<file path="src/rtl/pc_next_pkg.sv">
package pc_next_pkg;
    localparam int ADDR_W  = 32;
    localparam int OFF_W   = 16;
    localparam int IDX_W   = 26;
    localparam int ALIGN_W = 2;
    localparam int INSN_BYTES = 4;
    localparam int REGION_W = ADDR_W - IDX_W - ALIGN_W;

    typedef enum logic [1:0] {
        SRC_SEQ = 2'd0,
        SRC_BR  = 2'd1,
        SRC_JMP = 2'd2,
        SRC_JR  = 2'd3
    } pc_src_e;
endpackage

</file>
<file path="src/rtl/pc_src_arb.sv">
// pc_src_arb: turns the redirect requests into a single source code.
// Assumes: the requests are level signals for the current cycle. The order,
// highest first, is register jump, absolute jump, branch, then sequential.
module pc_src_arb
    import pc_next_pkg::*;
(
    input  logic    jr_req,
    input  logic    jmp_req,
    input  logic    br_req,
    output pc_src_e src
);
    // Fixed-priority select of the next-address source.
    always_comb begin
        if (jr_req)       src = SRC_JR;
        else if (jmp_req) src = SRC_JMP;
        else if (br_req)  src = SRC_BR;
        else              src = SRC_SEQ;
    end
endmodule

</file>
<file path="src/rtl/pc_target_calc.sv">
// pc_target_calc: builds every candidate next address from the current PC.
// Assumes: the offset counts instruction words and is applied to PC+4.
// The jump index counts words inside the current top region. All sums wrap.
module pc_target_calc
    import pc_next_pkg::*;
#(
    parameter int AW = ADDR_W,
    parameter int OW = OFF_W,
    parameter int IW = IDX_W
) (
    input  logic [AW-1:0] pc,
    input  logic [OW-1:0] br_off,
    input  logic [IW-1:0] jmp_idx,
    output logic [AW-1:0] seq_addr,
    output logic [AW-1:0] br_addr,
    output logic [AW-1:0] jmp_addr
);
    localparam int LOW_W = IW + ALIGN_W;
    localparam int EXT_W = AW - OW - ALIGN_W;

    logic [AW-1:0] off_bytes;

    // Sign-extend the word offset and scale it to bytes.
    always_comb off_bytes = {{EXT_W{br_off[OW-1]}}, br_off, {ALIGN_W{1'b0}}};

    // Sequential, branch and jump targets (wrapping arithmetic).
    always_comb begin
        seq_addr = pc + AW'(INSN_BYTES);
        br_addr  = seq_addr + off_bytes;
        jmp_addr = {pc[AW-1:LOW_W], jmp_idx, {ALIGN_W{1'b0}}};
    end
endmodule

</file>
<file path="src/rtl/pc_next_unit.sv">
// pc_next_unit: program counter register plus next-address selection.
// Assumes: synchronous active-low reset to address 0, and a stall that
// freezes the PC. Only one next-address source is used in each cycle.
module pc_next_unit
    import pc_next_pkg::*;
(
    input  logic                clk,
    input  logic                rst_n,
    input  logic                stall_i,
    input  logic                br_taken_i,
    input  logic [OFF_W-1:0]    br_off_i,
    input  logic                jmp_i,
    input  logic [IDX_W-1:0]    jmp_idx_i,
    input  logic                jr_i,
    input  logic [ADDR_W-1:0]   jr_target_i,
    output logic [ADDR_W-1:0]   pc_o,
    output logic [ADDR_W-1:0]   link_addr_o,
    output logic                jr_misalign_o
);
    logic [ADDR_W-1:0] pc_q;
    logic [ADDR_W-1:0] nxt_pc;
    logic [ADDR_W-1:0] seq_addr, br_addr, jmp_addr;
    pc_src_e           src;

    pc_src_arb u_arb (
        .jr_req  (jr_i),
        .jmp_req (jmp_i),
        .br_req  (br_taken_i),
        .src     (src)
    );

    pc_target_calc #(.AW(ADDR_W), .OW(OFF_W), .IW(IDX_W)) u_calc (
        .pc       (pc_q),
        .br_off   (br_off_i),
        .jmp_idx  (jmp_idx_i),
        .seq_addr (seq_addr),
        .br_addr  (br_addr),
        .jmp_addr (jmp_addr)
    );

    // Next-address multiplexer driven by the arbiter.
    always_comb begin
        unique case (src)
            SRC_JR:  nxt_pc = jr_target_i;
            SRC_JMP: nxt_pc = jmp_addr;
            SRC_BR:  nxt_pc = br_addr;
            default: nxt_pc = seq_addr;
        endcase
    end

    // PC register: reset to zero, hold while stalled, otherwise update.
    always_ff @(posedge clk) begin
        if (!rst_n)        pc_q <= '0;
        else if (!stall_i) pc_q <= nxt_pc;
    end

    // Output drive: current PC, return address, alignment flag.
    always_comb begin
        pc_o          = pc_q;
        link_addr_o   = seq_addr;
        jr_misalign_o = jr_i && (jr_target_i[ALIGN_W-1:0] != '0);
    end
endmodule

</file>
<file path="config.mk">
export PLATFORM = sky130hd
export DESIGN_NAME = pc_next_unit
export DESIGN_NICKNAME = d
export VERILOG_FILES = /design/src/rtl/pc_next_pkg.sv /design/src/rtl/pc_src_arb.sv /design/src/rtl/pc_target_calc.sv /design/src/rtl/pc_next_unit.sv
export SDC_FILE = /design/constraint.sdc
export NUM_CORES = 1
export LEC_CHECK = 0
export CELL_PAD_IN_SITES_DETAIL_PLACEMENT = 0
export CELL_PAD_IN_SITES_GLOBAL_PLACEMENT = 2
export CORE_MARGIN = 1.5
export CORE_UTILIZATION = 35
export CTS_CLUSTER_SIZE = 28
export DETAILED_ROUTE_END_ITERATION = 12
export DONT_BUFFER_PORTS = 1
export GPL_TIMING_DRIVEN = 0
export PLACE_DENSITY = 0.92
export SETUP_SLACK_MARGIN = 0.2
export SLEW_MARGIN = 10
export SYNTH_ARGS = -nofsm -noshare
export SYNTH_HDL_FRONTEND = slang
export SYNTH_SLANG_ARGS = --single-unit
</file>
<file path="constraint.sdc">
create_clock -name clk -period 3.6 [get_ports clk]
set_input_delay 0.36 -clock clk [delete_from_list [all_inputs] [get_ports clk]]
set_output_delay 0.36 -clock clk [all_outputs]
set_load 0.02 [all_outputs]
</file>
==> flow_summary.toml <==
[finish]
drive_gt1_frac = 0.269
syn_to_final_growth_pct = 35.1
antennaDiodeCount = 0
largest_reg_flops = 32
fin_nets = 693

[worst_setup_path]
worstPathArrival_ps = 3780
timing.rr.start = "pc_o[4]$_SDFFE_PN0N_"
r2r_setup_slack_ps = -7
crit_required_ps = 3770
critPathMaxFanout = 7
rr_endpoint = "pc_o[26]$_SDFFE_PN0N_"
reg2regPathDepth = 14
startpoint_type = "flip-flop"
critPathCaptureType = "flip-flop"
worstSetupPathType = "flip-flop to flip-flop"

[route]
drtPass1Iterations = 5
routed_wl_mm = 17.4
ant_nets = 0
post-route-drc-count = 0
wl_per_cell_um = 24.0
avgViaCountPerCell = 6.57
drtIter0Drc = 394
vias = 4753

[grt]
antenna_found_initial = 0
use_met3 = 0.0670
grt_overflow_total = 0
grt_pass1_wl_mm = 26.0
busiest_layer = "met2"
grtUsageTotal = 0.271
grt_max_degree = 17
use_met2 = 0.445
grt_use_met1 = 0.346
grt_pass1_vias = 4469

[timing]
maxSlewViolCount = 0
tns_ps = -6.80
fmax_mhz = 277
fin_skew_ps = 5.30
tightest_slew_ps = 811
slew_headroom = 0.460
final.min_clock_period_ps = 3610
setup_violations = 1
finalHoldViolCount = 0
setup_ws_ps = -6.80
period_share = 1.00
rsz0062_at_grt = "true"

[floorplan]
fp-row-count = 39
io_pins = 145
die_y_um = 110
start_util = 0.357
dieArea_mm2 = 0.0122
die_w_um = 110
coreArea_mm2 = 0.0113

[clocking]
clock_latency_ps = 290
clk_pin_slew_ps = 60
cts_tree = "built"
htreeDepth = 2
root_buffer = "clkbuf_16"
numCtsBuffers = 5
cts.path.max_buffers = 2
clkSinkCount = 32
hold_buffers = 0

[yosys]
synth.avg_cell_area_um2 = 7.28
synth_seq_area_share = 0.158
syn_inst = 555
yosys_warnings = 0
synth_edf_count = 0
synth-compound-area-share = 0.333
synthXorXnorAreaFrac = 0.112
synth-simple-area-share = 0.230
synth_nets = 669
synth_area_mm2 = 0.00404
synthAdderAreaFrac = 0.107
synth-main-ff-cell = "dfxtp_1"
muxShareOfSynthArea = 0.0127
synth_cell_type_count = 64
synth_top_family_by_area = "compound AO/OA/AOI/OAI gates"
async_flop_share = 0
synth_seq_cells = 32

[power]
comb_power_share = 0.432
p_per_area_mw_per_mm2 = 304
power.net_switching_mw = 0.708
p_int_mw = 0.952
switching_share = 0.427
power_leakage_nw = 2.11
clkPwrFrac = 0.277
ir_drop_mv = 0.178
power_mw = 1.66
power_frac_seq = 0.291

[min_path]
hold_depth = 2
min_from = "jr_target_i[1]"
holdPathEnd = "pc_o[1]$_SDFFE_PN0P_"
hold_class = "primary input to flip-flop"

[outcome]
status = "finished with violations"
violations = "setup timing"

[place]
place_congestion = 0.874
dp_hpwl_mm = 12.7
port_buffers = 0

[job]
timing.max_cap.violations = 0
## layer usage
metal	vias up	share of wire	routed length, um
li1	2169	-	-
met2	238	0.47	8180
met5	-	0	0
met4	0	0.029	509
met1	2314	0.41	7120
met3	32	0.090	1560
## how the worst max path moves through the flow
stage | depth (start not counted) | endpoint | start
6_report | 14 | pc_o[26]$_SDFFE_PN0N_ | pc_o[4]$_SDFFE_PN0N_
5_1_grt | 14 | pc_o[26]$_SDFFE_PN0N_ | pc_o[4]$_SDFFE_PN0N_
2_1_floorplan | 14 | pc_o[26]$_SDFFE_PN0N_ | pc_o[7]$_SDFFE_PN0N_
3_3_place_gp | 15 | pc_o[31]$_SDFFE_PN0P_ | pc_o[2]$_SDFFE_PN0N_
4_1_cts | 14 | pc_o[27]$_SDFFE_PN0N_ | pc_o[4]$_SDFFE_PN0N_
3_5_place_dp | 15 | pc_o[31]$_SDFFE_PN0P_ | pc_o[2]$_SDFFE_PN0N_
## cells in the mapped netlist, drive strengths merged, types with 3 or more instances
cell,instances,area [um^2]
nor2,52,195
o21ai,48,240
a21oi,46,230
nand2,45,171
xnor2,34,298
ha,33,413
dfxtp,32,641
clkbuf,28,105
nand3,28,145
a21o,18,135
a221oi,18,158
xor2,17,156
a221o,14,140
inv,14,52.6
nand4,13,87.6
a211oi,9,67.6
and2,8,52.6
nor2b,8,52.6
a31oi,7,43.8
and3,6,37.5
buf,6,32.5
o21a,6,45.0
and4,5,46.3
nor4,5,31.3
mux2i,4,40.0
nor3,4,20.0
o31ai,4,30.0
or3,4,35.0
a21boi,3,22.5
a22oi,3,22.5
a311oi,3,32.5
o211ai,3,22.5
o22ai,3,18.8
## layout make-up
class	instances	area, um^2
Buffer	34	164
Clock buffer	6	139
Clock inverter	2	10.0
Fill cell	1107	5860
Inverter	14	52.6
Multi-Input combinational cell	475	4070
Sequential cell	32	718
Tap cell	143	179
Timing Repair Buffer	17	128
## power groups by stage
stage	registers (mW)	clock network, mW	logic [mW]
floorplan	0.456	0	0.441
global placement	0.472	0	0.555
detailed placement	0.473	0	0.561
CTS	0.479	0.458	0.654
global route	0.488	0.480	0.771
finish	0.483	0.460	0.717
## per-stage QoR
stage / utilization / hold WS, ps / std cells / setup slack [ps] / instance area [um^2]
finish: 0.482 / 226 / 723 / -6.80 / 5460
global route: 0.482 / 238 / 723 / -74.7 / 5460
CTS: 0.456 / 230 / 713 / 61.5 / 5170
detailed placement: 0.378 / 533 / 698 / -726 / 4280
global placement: 0.378 / 522 / 698 / -690 / 4280
floorplan: - / 507 / 555 / 128 / 4100
## cell families (layout without fill, tap and decap cells)
family,Yosys count,after routing
buf+inv,48,73
mux,5,5
xor+xnor,51,51
compound gates,200,200
simple gates,185,185
flops,32,32
fa+ha+maj,34,34
## critical path, cell delays in order (launching register included)
cell and delay (ps):
dfxtp_4 420, and3_4 230, and4_4 280, and2_4 230, nand3_4 110, xnor2_4 350, ha_4 280, and4_4 190
a21oi_2 150, o21ai_1 80, nor2_1 190, o31ai_4 130, a311oi_2 390, nor4b_2 80, or3b_1 360
## repair_timing
item | 4_1_cts | 5_1_grt
pin swaps | 29 | 36
gates resized for setup | 136 | 42
setup endpoints to repair | 19 | 17
setup buffers | 7 | 10
## placed cells by master (no fill, tap or decap), types with 5 or more instances in the layout
master | netlist | final
xnor2_1 | 34 | 14
a21o_1 | 18 | 18
a211oi_1 | 9 | 5
nor2_1 | 52 | 47
nand2_1 | 44 | 41
dfxtp_1 | 32 | 8
nor2b_1 | 7 | 7
ha_1 | 33 | 19
a221o_1 | 14 | 14
a221oi_1 | 18 | 15
xnor2_2 | 0 | 6
a21oi_1 | 46 | 40
nand3_1 | 27 | 22
o21ai_0 | 48 | 39
a31oi_1 | 7 | 5
o21ai_1 | 0 | 7
buf_4 | 2 | 20
clkbuf_16 | 0 | 5
and2_1 | 6 | 5
o21a_1 | 6 | 6
a21oi_2 | 0 | 6
clkbuf_1 | 28 | 24
xnor2_4 | 0 | 14
inv_1 | 14 | 14
nand4_1 | 12 | 12
xor2_1 | 16 | 11
ha_4 | 0 | 13
dfxtp_2 | 0 | 5
dfxtp_4 | 0 | 19
No activity file was read; power rests on OpenSTA's default activity.
